--- src/rtl/lumaq_pkg.sv ---
// Shared constants and arithmetic for the luma quarter-sample interpolator.
// Assumes 8-bit samples and the six-tap kernel 1,-5,20,20,-5,1.
package lumaq_pkg;
    localparam int PIX_W = 8;
    localparam int MID_W = 16;
    localparam int ACC_W = 32;
    localparam int TAPS  = 6;

    // Six-tap kernel on signed operands, evaluated as paired sums.
    function automatic logic signed [ACC_W-1:0] six_tap(
        input logic signed [ACC_W-1:0] a, b, c, d, e, f);
        return (a + f) + 32'sd20 * (c + d) - 32'sd5 * (b + e);
    endfunction

    // Round-to-nearest right shift followed by clipping to the pixel range.
    function automatic logic [PIX_W-1:0] round_clip(
        input logic signed [ACC_W-1:0] x, input int sh);
        logic signed [ACC_W-1:0] r;
        r = (x + (32'sd1 <<< (sh - 1))) >>> sh;
        if (r < 0)
            return '0;
        else if (r > 32'sd255)
            return '1;
        else
            return PIX_W'(r);
    endfunction
endpackage

--- src/rtl/lumaq_vcol.sv ---
// Column history and vertical six-tap filter.
// Keeps the last TAPS-1 samples of every window column. When a new sample
// arrives for a column, it forms the unrounded vertical intermediate from the
// history and the new sample. Assumes col < COLS.
module lumaq_vcol
    import lumaq_pkg::*;
#(
    parameter int COLS = 21
) (
    input  logic                    clk,
    input  logic                    shift_en,
    input  logic [$clog2(COLS)-1:0] col,
    input  logic [PIX_W-1:0]        pix_in,
    output logic signed [MID_W-1:0] v_out
);
    localparam int DEPTH = TAPS - 1;

    logic [PIX_W-1:0]        hist [DEPTH][COLS];
    logic signed [ACC_W-1:0] s    [TAPS];
    logic signed [ACC_W-1:0] acc;

    // Zero-extend the stored column samples into the tap operands.
    for (genvar k = 0; k < DEPTH; k++) begin : g_tap
        assign s[k] = $signed({{(ACC_W-PIX_W){1'b0}}, hist[k][col]});
    end
    assign s[TAPS-1] = $signed({{(ACC_W-PIX_W){1'b0}}, pix_in});

    // Vertical filter; the value fits in MID_W bits, so no clipping is applied.
    always_comb begin
        acc   = six_tap(s[0], s[1], s[2], s[3], s[4], s[5]);
        v_out = MID_W'(acc);
    end

    // Push the new sample into this column's history, dropping the oldest.
    always_ff @(posedge clk) begin
        if (shift_en) begin
            for (int k = 0; k < DEPTH - 1; k++)
                hist[k][col] <= hist[k+1][col];
            hist[DEPTH-1][col] <= pix_in;
        end
    end
endmodule

--- src/rtl/lumaq_hpass.sv ---
// Horizontal six-tap pass over the vertical intermediates, side half-sample
// pick and rounding average. Holds the previous TAPS-1 intermediates of the
// current row. The newest one arrives on v_in. Output is valid whenever the
// window is fully populated.
module lumaq_hpass
    import lumaq_pkg::*;
(
    input  logic                    clk,
    input  logic                    shift_en,
    input  logic signed [MID_W-1:0] v_in,
    input  logic                    side_hi,
    output logic [PIX_W-1:0]        pix_out
);
    localparam int DEPTH  = TAPS - 1;
    localparam int SIDE_L = TAPS / 2 - 1;

    logic signed [MID_W-1:0] win [DEPTH];
    logic signed [ACC_W-1:0] h   [TAPS];
    logic [PIX_W-1:0]        centre, side;
    logic [PIX_W:0]          sum;

    // Sign-extend the held intermediates into the horizontal operands.
    for (genvar k = 0; k < DEPTH; k++) begin : g_op
        assign h[k] = ACC_W'(win[k]);
    end
    assign h[TAPS-1] = ACC_W'(v_in);

    // Centre from both passes, side from one intermediate, then average upward.
    always_comb begin
        centre  = round_clip(six_tap(h[0], h[1], h[2], h[3], h[4], h[5]), 10);
        side    = round_clip(side_hi ? h[SIDE_L+1] : h[SIDE_L], 5);
        sum     = {1'b0, centre} + {1'b0, side} + 1'b1;
        pix_out = sum[PIX_W:1];
    end

    // Slide the horizontal window by one intermediate per accepted sample.
    always_ff @(posedge clk) begin
        if (shift_en) begin
            for (int k = 0; k < DEPTH - 1; k++)
                win[k] <= win[k+1];
            win[DEPTH-1] <= v_in;
        end
    end
endmodule

--- src/rtl/lumaq_interp.sv ---
// Luma interpolator for the (1/4,1/2) and (3/4,1/2) positions.
// Accepts the (W+5)x(H+5) reference window in raster order after a start
// pulse. Emits W*H predicted samples in raster order through a single output
// register. Assumes W in {4,8,16} and H even, 2..MAX_H.
module lumaq_interp
    import lumaq_pkg::*;
#(
    parameter int MAX_W = 16,
    parameter int MAX_H = 16
) (
    input  logic                         clk,
    input  logic                         rst_n,
    input  logic                         start,
    input  logic [$clog2(MAX_W+1)-1:0]   cfg_width,
    input  logic [$clog2(MAX_H+1)-1:0]   cfg_height,
    input  logic [1:0]                   cfg_frac,
    output logic                         busy,
    input  logic                         in_valid,
    output logic                         in_ready,
    input  logic [PIX_W-1:0]             in_data,
    output logic                         out_valid,
    input  logic                         out_ready,
    output logic [PIX_W-1:0]             out_data,
    output logic                         done
);
    localparam int EDGE = TAPS - 1;
    localparam int COLS = MAX_W + EDGE;
    localparam int CW   = $clog2(COLS);
    localparam int RW   = $clog2(MAX_H + TAPS);
    localparam int WW   = $clog2(MAX_W + 1);
    localparam int HW   = $clog2(MAX_H + 1);

    logic [WW-1:0]    wid_q;
    logic [HW-1:0]    hgt_q;
    logic [1:0]       frac_q;
    logic             busy_q, out_valid_q, out_last_q, done_q;
    logic [CW-1:0]    col_q;
    logic [RW-1:0]    row_q;
    logic [PIX_W-1:0] out_data_q, pix_next;
    logic signed [MID_W-1:0] v_mid;
    logic             in_fire, out_fire, produce, row_end, last_in, rows_left;

    assign row_end   = (col_q == CW'(wid_q) + CW'(EDGE - 1));
    assign last_in   = row_end && (row_q == RW'(hgt_q) + RW'(EDGE - 1));
    assign rows_left = (row_q < RW'(hgt_q) + RW'(EDGE));
    assign in_ready  = busy_q && rows_left && (!out_valid_q || out_ready);
    assign in_fire   = in_valid && in_ready;
    assign out_fire  = out_valid_q && out_ready;
    assign produce   = in_fire && (row_q >= RW'(EDGE)) && (col_q >= CW'(EDGE));

    lumaq_vcol #(.COLS(COLS)) u_vcol (
        .clk      (clk),
        .shift_en (in_fire),
        .col      (col_q),
        .pix_in   (in_data),
        .v_out    (v_mid)
    );

    lumaq_hpass u_hpass (
        .clk      (clk),
        .shift_en (in_fire),
        .v_in     (v_mid),
        .side_hi  (frac_q[1]),
        .pix_out  (pix_next)
    );

    // Configuration latch and block-level busy/done control.
    always_ff @(posedge clk) begin
        if (!rst_n) begin
            busy_q <= 1'b0;
            done_q <= 1'b0;
            wid_q  <= '0;
            hgt_q  <= '0;
            frac_q <= '0;
        end else begin
            done_q <= out_fire && out_last_q;
            if (out_fire && out_last_q) begin
                busy_q <= 1'b0;
            end else if (start && !busy_q) begin
                busy_q <= 1'b1;
                wid_q  <= cfg_width;
                hgt_q  <= cfg_height;
                frac_q <= cfg_frac;
            end
        end
    end

    // Window position counters, advanced per accepted reference sample.
    always_ff @(posedge clk) begin
        if (!rst_n) begin
            col_q <= '0;
            row_q <= '0;
        end else if (start && !busy_q) begin
            col_q <= '0;
            row_q <= '0;
        end else if (in_fire) begin
            col_q <= row_end ? '0 : col_q + 1'b1;
            row_q <= row_end ? row_q + 1'b1 : row_q;
        end
    end

    // Output register: load on a completed window, clear when taken.
    always_ff @(posedge clk) begin
        if (!rst_n) begin
            out_valid_q <= 1'b0;
            out_last_q  <= 1'b0;
            out_data_q  <= '0;
        end else if (produce) begin
            out_valid_q <= 1'b1;
            out_last_q  <= last_in;
            out_data_q  <= pix_next;
        end else if (out_ready) begin
            out_valid_q <= 1'b0;
        end
    end

    assign busy      = busy_q;
    assign out_valid = out_valid_q;
    assign out_data  = out_data_q;
    assign done      = done_q;

    // a stalled output is held unchanged.
    p_hold_out_r8: assert property (@(posedge clk) disable iff (!rst_n)
        (out_valid_q && !out_ready) |=> (out_valid_q && $stable(out_data_q)));

    // done lasts a single cycle.
    p_done_single_r9: assert property (@(posedge clk) disable iff (!rst_n)
        done_q |=> !done_q);

    // the block is idle when done is raised.
    p_done_idle_r9: assert property (@(posedge clk) disable iff (!rst_n)
        done_q |-> !busy_q);

    // a start seen while busy leaves the configuration untouched.
    p_start_ignored_r10: assert property (@(posedge clk) disable iff (!rst_n)
        (busy_q && start) |=> ($stable(wid_q) && $stable(hgt_q) && $stable(frac_q)));

    // the first output of a window cannot appear before six rows are in.
    p_late_first_r6: assert property (@(posedge clk) disable iff (!rst_n)
        $rose(out_valid_q) |-> ($past(row_q) >= RW'(EDGE)));
endmodule

--- config.mk ---
export PLATFORM = sky130hd
export DESIGN_NAME = lumaq_interp
export DESIGN_NICKNAME = d
export VERILOG_FILES = /design/src/rtl/lumaq_pkg.sv /design/src/rtl/lumaq_vcol.sv /design/src/rtl/lumaq_hpass.sv /design/src/rtl/lumaq_interp.sv
export SDC_FILE = /design/constraint.sdc
export NUM_CORES = 1
export LEC_CHECK = 0
export CORE_ASPECT_RATIO = 0.5
export CORE_MARGIN = 3
export CORE_UTILIZATION = 55
export DETAILED_ROUTE_END_ITERATION = 16
export DONT_BUFFER_PORTS = 1
export GPL_ROUTABILITY_DRIVEN = 1
export PLACE_DENSITY_LB_ADDON = 0.08
export SKIP_CTS_REPAIR_TIMING = 1
export SYNTH_ARGS = -nofsm -noshare
export SYNTH_HDL_FRONTEND = slang
export SYNTH_SLANG_ARGS = --single-unit
--- constraint.sdc ---
create_clock -name clk -period 18.25 [get_ports clk]
set_clock_uncertainty 0.05 [all_clocks]
set_input_delay 3.65 -clock clk [delete_from_list [all_inputs] [get_ports clk]]
set_output_delay 3.65 -clock clk [all_outputs]
set_load 0.02 [all_outputs]
==> Word-level counts from Yosys, hierarchy flattened <==
Memory sizes are Yosys's and may differ from the RTL's.
Cells that the tools add are included.
{ "word_totals": {"regBits": 34, "mem_bits_rw": 920, "inputBits": 25, "word_cells": 95, "n_memories": 2} }
{ "memory_table": {"columns": ["name", "words", "width", "read_ports", "rd_ports_with_merged_regs", "wr", "line", "text"], "rows": [
  ["u_vcol.hist", 5, 168, 5, 0, 5, "lumaq_vcol.sv:18", "logic [PIX_W-1:0] hist [DEPTH][COLS];"],
  ["u_hpass.win", 5, 16, 5, 0, 5, "lumaq_hpass.sv:17", "logic signed [MID_W-1:0] win [DEPTH];"]
]} }
{ "op_classes": {"add_sub_neg": 19, "n_mul": 4, "order_cmp": 9, "n_eq_ne": 2, "n_mux": 28, "bitwise_logic": 3, "reduce_logical": 18} }
{ "op_table": {"columns": ["operator", "count"], "rows": [
  ["8-bit binary-select mux with 5-bit select", 5],
  ["168-bit two-way mux", 1],
  ["8-bit two-way mux", 15],
  ["16-bit by 16-bit adder with 17-bit output", 3],
  ["8-bit demux with 5-bit select", 1],
  ["8-bit by 8-bit adder with 9-bit output", 4],
  ["32-bit by 11-bit adder with 32-bit output (second input constant)", 1],
  ["32-bit adder", 1],
  ["32-bit by 6-bit adder with 32-bit output (second input constant)", 1],
  ["4-bit by 32-bit multiplier with 14-bit output (first input constant)", 1],
  ["4-bit by 32-bit multiplier with 16-bit output (first input constant)", 1],
  ["4-bit by 32-bit multiplier with 30-bit output (first input constant)", 1],
  ["4-bit by 32-bit multiplier with 32-bit output (first input constant)", 1],
  ["32-bit two-way mux", 1],
  ["32-bit subtractor", 1],
  ["27-bit by 9-bit > comparator with 1-bit output (second input constant)", 1],
  ["27-bit by 1-bit less-than comparator with 1-bit output (second input constant)", 1],
  ["22-bit by 9-bit > comparator with 1-bit output (second input constant)", 1],
  ["22-bit by 1-bit less-than comparator with 1-bit output (second input constant)", 1],
  ["16-bit adder", 1],
  ["16-bit subtractor", 1],
  ["5-bit by 3-bit adder with 5-bit output (second input constant)", 3],
  ["5-bit by 1-bit adder with 5-bit output (second input constant)", 2],
  ["5-bit == test", 2],
  ["15 further kinds", 32]
]} }

==> Longest topological paths before layout <==
{ "depth": {"ltp_word": 17, "ltp_mapped": 64} }

==> By module <==
From an unflattened synthesis, not the netlist that was laid out.
{ "unflattened": {"hier_cells": 2739, "hier_area_um2": 44933.1} }
{ "by_module_without_submodules": {"columns": ["mod", "instances", "cells_per_inst", "area_each_um2"], "rows": [
  ["lumaq_vcol", 1, 1640, 33956.3],
  ["lumaq_hpass", 1, 908, 9257.6],
  ["lumaq_interp", 1, 191, 1719.1]
]} }

==> Worst setup path before layout <==
Ideal clock, no wire load.
{ "synth_path": {"path_type": "register to register", "startpoint": "register col_q[0]", "endpoint": "register out_data_q[6] (netlist: out_data[6])", "setup_time_ns": 0.127, "t_arrival_ns": 15.189, "t_required_ns": 18.073, "path_slack_ns": 2.884, "path_stages_with_launch": 57, "n_path_buf": 4, "cell_sequence": "dfxtp_1 > clkbuf_1 > clkbuf_1 > clkbuf_1 > buf_1 > mux4_2 > a221oi_1 > o21ai_0 > ha_1 > fa_1 > a21o_1 > a21oi_1 > xnor2_1 > ha_1 > fa_1 > inv_1 > ha_1 > ha_1 > [... 21 more ...] > ha_1 > a211oi_1 > nor2_1 > a2111o_1 > or2_4 > a31o_4 > nor3b_2 > a2111o_1 > nor4_4 > a21oi_1 > ha_1 > a21o_1 > a21o_1 > a21o_1 > a21oi_1 > nor2b_1 > o21ai_1 > or3b_1"} }
{ "synth_rtl": {"columns": ["element", "line", "text"], "rows": [
  ["start: declaration", "lumaq_interp.sv:37", "logic [CW-1:0] col_q;"],
  ["start signal: assignment", "lumaq_interp.sv:97", "col_q <= row_end ? '0 : col_q + 1'b1;"],
  ["end signal: assignment", "lumaq_interp.sv:111", "out_data_q <= pix_next;"],
  ["end: declaration", "lumaq_interp.sv:39", "logic [PIX_W-1:0] out_data_q, pix_next;"]
]} }

==> run summary <==
Simple-Gate Fraction of Synth Area = 0.0381
Xor/xnor share of the synthesized area = 0.0295
Mux cell area share after synthesis = 0.120
Layout Cells excl Fill = 4166
P&R area growth vs syn = 9.68%
Crit-path max FO = 25
Placed Instance Area = 48200 µm²
Die Height = 212 µm
All-layer global routing usage = 0.241
Longest Clk Path Bufs = 3
CP required = 18.72 ns
Die W = 417 µm
R2r endpoint = out_data[6]
Period minus WS final = 16.40 ns
Final HPWL DP = 62.2 mm
Placed Cells incl. Taps = 4007
Largest area contributor in the netlist = edfxtp_1
Register Area = 28300 µm²
Setup WS post-layout = 1.85 ns
Min-Delay Path Class = flop to flop
CTS Sinks = 953
Vias in the first global route = 25500
R2R depth = 58
Tcrit/Tclk final = 0.899
Synth Net Count = 3324
Layout cells sized above 1 = 0.149
Hold Startpoint = u_hpass.win[4][13]
Compound-Gate Fraction of Synth Area = 0.0588
Post-synth EDFFs = 920
Ant diodes = 0
Nets = 3398
Port Buffers = 0
CP max stage delay = 0.79 ns
WL/cell = 25.1 µm
Root Driver = clkbuf_16
Origin of the critical flop-to-flop path = col_q[0]
First-pass detailed-route iteration total = 5
Slowest-stage cell, CP = dfxtp_4
TritonCTS clock tree = yes
Measured slew at the worst slew-check pin = 1.06 ns
Final Cell Area = 51000 µm²
Post-synth top cells = 920 x edfxtp_1, 301 x ha_1, 260 x inv_1
Clk slew on worst S/H paths = 0.06 ns
Worst-case hold path end point = u_hpass.win[3][13]
Asr flop ratio synth = 0
Synth Cell Area = 46500 µm²
Area share of fa/ha/maj cells after synthesis = 0.115
Syn Area/Cell = 15.9 µm²
Initial core utilization = 0.562
Fmax = 0.0610 GHz
Slew HR = 0.287
CP Launch Type = flop
Yosys cell types = 86
RSZ-0062 raised after global routing = no
Filler Cell Count = 6022
Setup crit end kind = flop
Top-count cell post-synth = edfxtp_1
1st-iter DRT viols = 2328
Ys flop type = edfxtp_1
Total CTS buffers = 86
Cell mode on critical path = ha_1
Final ANT Viol Nets = 0
Worst hold path stage count = 0
Total routed wirelength = 105 mm
CP arrival = 16.87 ns
DRC = 0
Worst-skew pair later-pin latency = 0.66 ns
Place WS = 1.87 ns
Synth top area share = 0.595
Critical Setup Path Class = flop to flop
Final number of setup-violating endpoints = 0
CORE AREA = 82700 µm²
Setup TNS = 0 ns
Combinational family with the most area after synthesis = multiplexers
Reg-to-reg slack, setup = 1.85 ns
Largest net degree at the start of global routing = 81
Total of max-cap violations = 0
Initial antenna violation count = 3
Via Count = 25400
I/O pin cnt = 37
Final Hold Viols = 0
Synth top area cells = edfxtp_1 59%, mux4_2 9.7%, ha_1 8.1%, fa_1 3.4%, mux2i_1 2.3%
Std cell rows = 74
Post-synthesis sequential area ratio = 0.609
First-pass GRT wire length = 158 mm
Area occupied by multi-input gates = 16900 µm²
GP Congestion = 0.846
Global route overflow = 0
Max Slew Vio Count = 0
H-tree Lvls = 3
Synth warn = 0
Status = finished, final reports clean
Yosys reg bits = 953
Cells after Synth = 2919
Vias per cell = 6.09
Die area = 88200 µm²
## critical path: cells and delay by family (launching register included)
family | cells | cell delay [ns]
AO/OA/AOI/OAI | 24 | 5.27
XOR/XNOR | 3 | 0.77
adder cells (fa/ha/maj) | 13 | 5.08
buffers and inverters | 6 | 1.41
flip-flops | 1 | 0.79
multiplexers | 2 | 0.69
AND/OR/NAND/NOR | 10 | 2.16
## sequential cells by signal (all words and copies together) (netlist names), 5 cells and up
signal / count
wid_q: 5
u_hpass.win: 80
out_data: 8
col_q: 5
hgt_q: 5
row_q: 5
u_vcol.hist: 840
## logic make-up (layout without fill, tap and decap cells)
| group | count (synthesis) | count (layout) |
|---|---|---|
| buf+inv | 359 | 504 |
| simple gates | 351 | 351 |
| fa+ha+maj | 380 | 380 |
| flops | 953 | 953 |
| compound gates | 413 | 413 |
| xor+xnor | 155 | 155 |
| mux | 308 | 308 |
## routing by layer
layer,vias up,global-route usage,wire [µm]
li1,11400,-,-
met1,13100,0.353,46700
met2,788,0.385,49100
met3,126,0.0390,6830
met4,0,0.0549,2010
met5,-,0.00212,0
## per-stage QoR
stage,utilization,hold WS (ns)
3_5_place_dp,0.583,0.393
2_1_floorplan,-,0.381
5_1_grt,0.616,0.417
3_3_place_gp,0.583,0.386
4_1_cts,0.616,0.406
6_report,0.616,0.409
## layout make-up
class,instances,share of cell area
Inverter,260,0.0192
Sequential cell,953,0.555
Multi-Input combinational cell,1607,0.331
Clock inverter,49,0.00881
Timing Repair Buffer,85,0.0135
Clock buffer,110,0.0448
Tap cell,1102,0.0271
## how the worst max path moves through the flow
stage | start | to | slack [ns] | cells after the start
finish | col_q[0] | out_data[6] | 1.85 | 58
global route | col_q[0] | out_data[6] | 0.64 | 58
CTS | col_q[0] | out_data[6] | 1.74 | 58
detailed placement | col_q[0] | out_data[6] | 1.87 | 58
global placement | col_q[0] | out_data[6] | 1.94 | 58
floorplan | col_q[0] | out_data[6] | 2.88 | 56
## placed cells by master, fill, tap and decap left out, types with 7 or more instances in the layout
master and count:
nand2b_1 9, nor3_1 59, clkbuf_16 88, nand2_1 61, o21bai_1 26, a211oi_1 7, xor2_1 56, clkbuf_1 22
nor2b_1 17, and2_1 12, dfxtp_1 28, a21o_1 38, buf_4 81, a221oi_1 43, mux2i_1 106, or3_1 7
clkinv_1 21, a21oi_1 119, ha_1 301, clkinv_2 12, o21ai_0 58, o21ai_1 34, o211ai_1 7, nand4_1 9
nor4_1 8, and2_2 13, fa_1 79, inv_1 259, mux4_2 200, nand3_1 29, edfxtp_1 920, o21a_1 13
nor2_1 86, xnor2_1 98
Power is not shown: default switching activity piles up to over one toggle a cycle in this logic, so the estimate is an artifact.
